[src/rtl/dual_mac_pkg.sv]
package dual_mac_pkg;

  typedef enum logic [1:0] {
    SAT_OFF    = 2'd0,
    SAT_NARROW = 2'd1,
    SAT_WIDE   = 2'd2
  } sat_mode_e;

  function automatic sat_mode_e pick_mode(logic en, logic wide);
    if (!en) return SAT_OFF;
    return wide ? SAT_WIDE : SAT_NARROW;
  endfunction

endpackage

[src/rtl/dual_mac_mul.sv]
module dual_mac_mul #(
  parameter int DATA_W = 16,
  localparam int EXT_W = DATA_W + 1,
  localparam int PROD_W = 2 * EXT_W
) (
  input  logic [DATA_W-1:0]        a_i,
  input  logic                     a_sgn_i,
  input  logic [DATA_W-1:0]        b_i,
  input  logic                     b_sgn_i,
  output logic signed [PROD_W-1:0] prod_o
);

  logic signed [EXT_W-1:0] a_x, b_x;

  always_comb begin
    a_x    = {a_sgn_i & a_i[DATA_W-1], a_i};
    b_x    = {b_sgn_i & b_i[DATA_W-1], b_i};
    prod_o = a_x * b_x;
  end

endmodule

[src/rtl/dual_mac_addsat.sv]
module dual_mac_addsat
  import dual_mac_pkg::*;
#(
  parameter int ACC_W    = 40,
  parameter int PROD_W   = 34,
  parameter int NARROW_W = 32
) (
  input  logic [ACC_W-1:0]         acc_i,
  input  logic signed [PROD_W-1:0] prod_i,
  input  logic                     sub_i,
  input  sat_mode_e                mode_i,
  output logic [ACC_W-1:0]         res_o,
  output logic                     ovf_o
);

  localparam int SUM_W = ACC_W + 1;
  localparam logic signed [SUM_W-1:0] WIDE_MAX   = {2'b00, {(ACC_W-1){1'b1}}};
  localparam logic signed [SUM_W-1:0] WIDE_MIN   = {2'b11, {(ACC_W-1){1'b0}}};
  localparam logic signed [SUM_W-1:0] NARROW_MAX = {{(SUM_W-NARROW_W+1){1'b0}}, {(NARROW_W-1){1'b1}}};
  localparam logic signed [SUM_W-1:0] NARROW_MIN = {{(SUM_W-NARROW_W+1){1'b1}}, {(NARROW_W-1){1'b0}}};

  logic signed [SUM_W-1:0] acc_x, prod_x, sum;

  always_comb begin
    acc_x  = {acc_i[ACC_W-1], acc_i};
    prod_x = SUM_W'(prod_i);
    sum    = sub_i ? (acc_x - prod_x) : (acc_x + prod_x);
    res_o  = sum[ACC_W-1:0];
    ovf_o  = 1'b0;
    unique case (mode_i)
      SAT_WIDE: begin
        if (sum > WIDE_MAX) begin
          res_o = WIDE_MAX[ACC_W-1:0];
          ovf_o = 1'b1;
        end else if (sum < WIDE_MIN) begin
          res_o = WIDE_MIN[ACC_W-1:0];
          ovf_o = 1'b1;
        end
      end
      SAT_NARROW: begin
        if (sum > NARROW_MAX) begin
          res_o = NARROW_MAX[ACC_W-1:0];
          ovf_o = 1'b1;
        end else if (sum < NARROW_MIN) begin
          res_o = NARROW_MIN[ACC_W-1:0];
          ovf_o = 1'b1;
        end
      end
      default: ovf_o = sum[SUM_W-1] ^ sum[SUM_W-2];
    endcase
  end

endmodule

[src/rtl/dual_mac_accfile.sv]
module dual_mac_accfile #(
  parameter int ACC_W  = 40,
  parameter int N_ACC  = 4,
  parameter int N_LANE = 2,
  localparam int IDX_W = $clog2(N_ACC)
) (
  input  logic                               clk_i,
  input  logic                               rst_ni,
  input  logic [N_LANE-1:0]                  wr_en_i,
  input  logic [N_LANE-1:0][IDX_W-1:0]       wr_idx_i,
  input  logic [N_LANE-1:0][ACC_W-1:0]       wr_data_i,
  input  logic [N_LANE-1:0]                  wr_ovf_i,
  output logic [N_ACC-1:0][ACC_W-1:0]        acc_q_o,
  output logic [N_ACC-1:0]                   ovf_q_o,
  output logic                               conflict_q_o
);

  logic [N_ACC-1:0][ACC_W-1:0] acc_q, acc_d;
  logic [N_ACC-1:0]            ovf_q, ovf_d;
  logic                        conf_q, conf_d;
  logic [N_LANE-1:0]           win;

  // lower lane index has priority on a shared destination
  always_comb begin
    conf_d = 1'b0;
    for (int l = 0; l < N_LANE; l++) begin
      win[l] = wr_en_i[l];
      for (int m = 0; m < N_LANE; m++) begin
        if (m < l && wr_en_i[m] && wr_en_i[l] && wr_idx_i[m] == wr_idx_i[l]) begin
          win[l] = 1'b0;
          conf_d = 1'b1;
        end
      end
    end
  end

  always_comb begin
    acc_d = acc_q;
    ovf_d = ovf_q;
    for (int l = 0; l < N_LANE; l++) begin
      if (win[l]) begin
        acc_d[wr_idx_i[l]] = wr_data_i[l];
        if (wr_ovf_i[l]) ovf_d[wr_idx_i[l]] = 1'b1;
      end
    end
  end

  always_ff @(posedge clk_i or negedge rst_ni) begin
    if (!rst_ni) begin
      acc_q  <= '0;
      ovf_q  <= '0;
      conf_q <= 1'b0;
    end else begin
      acc_q  <= acc_d;
      ovf_q  <= ovf_d;
      conf_q <= conf_d;
    end
  end

  assign acc_q_o      = acc_q;
  assign ovf_q_o      = ovf_q;
  assign conflict_q_o = conf_q;

endmodule

[src/rtl/dual_mac.sv]
module dual_mac
  import dual_mac_pkg::*;
#(
  parameter int DATA_W   = 16,
  parameter int ACC_W    = 40,
  parameter int N_ACC    = 4,
  parameter int N_LANE   = 2,
  parameter int NARROW_W = 32,
  localparam int IDX_W   = $clog2(N_ACC)
) (
  input  logic                      clk_i,
  input  logic                      rst_ni,
  input  logic [N_LANE-1:0]         lane_en_i,
  input  logic [N_LANE*DATA_W-1:0]  data_i,
  input  logic [N_LANE-1:0]         dat_sgn_i,
  input  logic [DATA_W-1:0]         coef_i,
  input  logic                      coef_sgn_i,
  input  logic [N_LANE-1:0]         sub_i,
  input  logic [N_LANE*IDX_W-1:0]   dst_i,
  input  logic                      sat_en_i,
  input  logic                      sat40_i,
  output logic [N_ACC*ACC_W-1:0]    acc_o,
  output logic [N_ACC-1:0]          ovf_o,
  output logic                      conflict_o
);

  localparam int EXT_W  = DATA_W + 1;
  localparam int PROD_W = 2 * EXT_W;

  logic signed [PROD_W-1:0]          prod_d [N_LANE];
  logic signed [PROD_W-1:0]          s1_prod [N_LANE];
  logic [N_LANE-1:0]                 s1_vld, s1_sub;
  logic [N_LANE-1:0][IDX_W-1:0]      s1_dst;
  sat_mode_e                         s1_mode;

  logic [N_ACC-1:0][ACC_W-1:0]       acc_q;
  logic [N_LANE-1:0][ACC_W-1:0]      wr_data;
  logic [N_LANE-1:0]                 wr_ovf;

  always_ff @(posedge clk_i or negedge rst_ni) begin
    if (!rst_ni) s1_mode <= SAT_OFF;
    else if (|lane_en_i) s1_mode <= pick_mode(sat_en_i, sat40_i);
  end

  for (genvar l = 0; l < N_LANE; l++) begin : g_lane
    dual_mac_mul #(.DATA_W(DATA_W)) u_mul (
      .a_i     (data_i[l*DATA_W +: DATA_W]),
      .a_sgn_i (dat_sgn_i[l]),
      .b_i     (coef_i),
      .b_sgn_i (coef_sgn_i),
      .prod_o  (prod_d[l])
    );

    // stage 1: registered product, payload held while idle
    always_ff @(posedge clk_i or negedge rst_ni) begin
      if (!rst_ni) begin
        s1_vld[l]  <= 1'b0;
        s1_sub[l]  <= 1'b0;
        s1_dst[l]  <= '0;
        s1_prod[l] <= '0;
      end else begin
        s1_vld[l] <= lane_en_i[l];
        if (lane_en_i[l]) begin
          s1_sub[l]  <= sub_i[l];
          s1_dst[l]  <= dst_i[l*IDX_W +: IDX_W];
          s1_prod[l] <= prod_d[l];
        end
      end
    end

    // stage 2: read live file, result lands in the same edge
    dual_mac_addsat #(
      .ACC_W    (ACC_W),
      .PROD_W   (PROD_W),
      .NARROW_W (NARROW_W)
    ) u_addsat (
      .acc_i  (acc_q[s1_dst[l]]),
      .prod_i (s1_prod[l]),
      .sub_i  (s1_sub[l]),
      .mode_i (s1_mode),
      .res_o  (wr_data[l]),
      .ovf_o  (wr_ovf[l])
    );
  end

  dual_mac_accfile #(
    .ACC_W  (ACC_W),
    .N_ACC  (N_ACC),
    .N_LANE (N_LANE)
  ) u_file (
    .clk_i        (clk_i),
    .rst_ni       (rst_ni),
    .wr_en_i      (s1_vld),
    .wr_idx_i     (s1_dst),
    .wr_data_i    (wr_data),
    .wr_ovf_i     (wr_ovf),
    .acc_q_o      (acc_q),
    .ovf_q_o      (ovf_o),
    .conflict_q_o (conflict_o)
  );

  assign acc_o = acc_q;

endmodule

[config.mk]
export PLATFORM = sky130hd
export DESIGN_NAME = dual_mac
export DESIGN_NICKNAME = d
export VERILOG_FILES = /design/src/rtl/dual_mac_pkg.sv /design/src/rtl/dual_mac_mul.sv /design/src/rtl/dual_mac_addsat.sv /design/src/rtl/dual_mac_accfile.sv /design/src/rtl/dual_mac.sv
export SDC_FILE = /design/constraint.sdc
export NUM_CORES = 2
export LEC_CHECK = 0
export BUFFER_PORTS_ARGS = -buffer_cell sky130_fd_sc_hd__buf_2
export CORE_MARGIN = 3
export CORE_UTILIZATION = 35
export DETAILED_ROUTE_END_ITERATION = 10
export HOLD_SLACK_MARGIN = 0.05
export RECOVER_POWER = 25
export SETUP_SLACK_MARGIN = 0.4
export SYNTH_ARGS = -nofsm -noshare
export SYNTH_HDL_FRONTEND = slang
export SYNTH_SLANG_ARGS = --single-unit
[constraint.sdc]
create_clock -name clk_i -period 7.29 [get_ports clk_i]
set_input_delay 1.458 -clock clk_i [delete_from_list [all_inputs] [get_ports clk_i]]
set_output_delay 1.458 -clock clk_i [all_outputs]
set_load 0.01 [all_outputs]
==> results.txt <==
Drt total wl: 143000 um
Htree depth: 1
CP Depth: 28
#FFs+latches synth: 243
Ys async rst share: 100%
CTS tree: built
Yosys Warn Count: 0
TritonCTS buffer count: 29
Worst slew margin: -241%
Clock Tree Buf Depth: 3
Gpl congestion: 0.968
Root Buffer: clkbuf_16
Multi-input logic area: 33300 um2
Wire per inst: 21.4 um
Library cells used by synthesis: 94
Max Clock Skew: 0.0189 ns
Syn Inst Count: 4643
Post-synth EDFFs: 0
Crit Reg-Reg Startpoint: s1_dst[1]
Vias post-DR: 36600
Hold/Removal Path Class: register to register
Die area: 124000 um2
IO Count: 228
Die height: 352 um
Synthesized cell area: 41900 um2
Final ANT Viol Nets: 0
Max_cap viols: 3
Antenna violations before repair: 11
Failing checks: max-capacitance violations, max-slew violations
Mean post-synth cell area: 9.03 um2
Count leader, synth: inv_1
Fill cells: 11700
Synthesized Nets: 5561
Hold Path Origin: u_file.ovf_q_o[2]
Vias per cell: 5.48
Post-CTS Hold Buffers: 0
Top cells by count, synth: 648 x inv_1, 594 x fa_1, 426 x nand2_1
Clk Latency, worst-skew pair: 0.60 ns
DR iter-0 viols: 2980
Pins Over Slew Limit: 188
Die Wd: 352 um
Cell taking the most area after synthesis: fa_1
Worst path top cell family by delay: adder cells
Hold path depth: 1
Fmax: 0.144 GHz
Post-synth top area share: 28.4%
Final core occ: 41.9%
Critical path type: input pin to register
Most frequent CP cell: a21o_1
Slew @ Worst Pin: 5.11 ns
Clk slew on worst S/H paths: 0.06 ns
Global route total overflow: 0
Core area: 118000 um2
Share of layout cells above drive strength 1: 21.1%
Setup violations, final: 0
Final Hold Violating Endpoints: 0
Register area share after synthesis: 14.5%
Status: finished, violations left
Fin crit share: 95.5%
Largest net degree at the start of global routing: 157
Vias in the first global route: 37700
Crit-path max cell delay: 0.58 ns
RSZ-0062 raised after global routing: true
Crit-path slowest cell: fa_2
Data required time at the worst endpoint: 7.66 ns
Register area: 6080 um2
DRC Markers: 0
Fin crit period: 6.96 ns
Clock sinks: 243
Bufs and invs on worst path: 5
R2R depth: 20
Cell row count: 126
Drt pass-1 iters: 6
Initial Utilization: 35.4%
Nets: 5972
Area Growth Syn to Fin: 18.3%
Area contributors post-synth: fa_1 28%, dfrtp_1 15%, ha_1 7.8%
PortBufs: 227
Total GRT Usage: 22.5%
Critical path startpoint category: input pin
Worst setup EP type: register
CP arrival: 7.33 ns
Detail Placement HPWL: 115000 um
First-pass GRT wire length: 221000 um
Primary FF master, synth: dfrtp_1
CP startpoint: dat_sgn_i[0]
CP max FO: 4
worst reg2reg max path, cell delays in order, from the launching register on:
cell and delay (ns):
dfrtp_1 1.21, buf_4 0.42, mux4_2 0.42, ha_1 0.46
nand4_1 0.17, nor3_1 0.42, a22oi_1 0.22, o21a_2 0.32
o41ai_2 0.43, a2111oi_1 0.17, a211oi_2 0.26, buf_4 0.21
ha_1 0.26, nand2_1 0.13, nor4_1 0.29, o21a_1 0.23
nor2_2 0.09, o22ai_4 0.27, buf_12 0.38, nor3_1 0.11
o22ai_1 0.21
path summary, 6_finish.rpt:
kind | endpoint | slack (ns)
max in group asynchronous | s1_prod[31] | 1.67
worst min register to register | u_file.ovf_q_o[2] | 0.49
min in group asynchronous | u_file.acc_q_o[25] | 2.64
worst max-delay path | s1_prod[67] | 0.33
worst min-delay path | u_file.ovf_q_o[2] | 0.49
worst max register to register | u_file.acc_q_o[69] | 0.53
layout by cell type (no fill, tap or decap), types with 39 or more instances in the layout:
cell type / count
and2_1: 247
mux2_2: 51
buf_4: 359
fa_1: 583
or2_2: 39
ha_1: 241
dfrtp_1: 240
o21ai_0: 218
buf_2: 209
nor2_1: 215
and3_1: 44
a21o_1: 59
nor3_1: 176
xnor2_1: 154
o22ai_1: 125
a21oi_1: 166
mux4_2: 80
nand2_1: 410
inv_1: 638
through the flow:
stage               TNS, ns  worst slack (ns)  cells  cell area (um2)  hold WS [ns]
finish                    0             0.331   6683            49600         0.490
global route              0             0.128   6679            49600         0.525
CTS                       0             0.379   6656            48700         0.488
detailed placement    -5.45            -0.484   6598            47500         0.464
global placement      -4.09            -0.415   6598            47500         0.487
floorplan                 0           0.00928   4643            42400         0.475
kinds of logic (layout without fill, tap and decap cells):
family | after synthesis | in the layout | synth area share [%]
simple gates | 1395 | 1395 | 16.7
compound gates | 906 | 906 | 14.2
buf+inv | 905 | 1339 | 8.29
fa+ha+maj | 855 | 855 | 36.2
flops | 243 | 243 | 14.5
xor+xnor | 194 | 194 | 4.15
mux | 145 | 145 | 6.01
other cells | 0 | 6 | 0
per-layer routing:
layer	routed length, um	part of all wire (%)	track usage (%)	vias to the layer above
met4	7250	5.1	9.38	8
met2	69900	49	39.2	1373
met5	53	0.037	0	-
li1	-	-	-	16400
met3	9620	6.7	3.50	357
met1	56000	39	27.7	18500
layout make-up:
cell class | instances | area share, %
repair buffers | 635 | 9.61
multi-input cells | 3495 | 67.1
well taps | 1600 | 4.04
inverters | 650 | 4.93
diodes | 6 | 0.0303
flip-flops and latches | 243 | 12.3
clock buffers | 42 | 1.68
clock inverters | 12 | 0.384
sequential cells by signal, summed over array words and instances, names as in the netlist:
register / cells
u_file.acc_q_o: 160
s1_mode: 2
u_file.ovf_q_o: 4
s1_sub: 2
s1_vld: 2
s1_dst: 4
s1_prod: 68
u_file.conflict_q_o: 1
what timing repair did:
action,in CTS,in global routing
gates resized for setup,27,174
endpoints found under the setup margin,56,185
hold endpoints to repair,0,0
gates cloned,0,4
pin swaps,23,77
buffers inserted,4,17
Power is left out: the tool's default activity adds up to more than one toggle a clock period on the data nets, which glitch-free logic cannot reach.
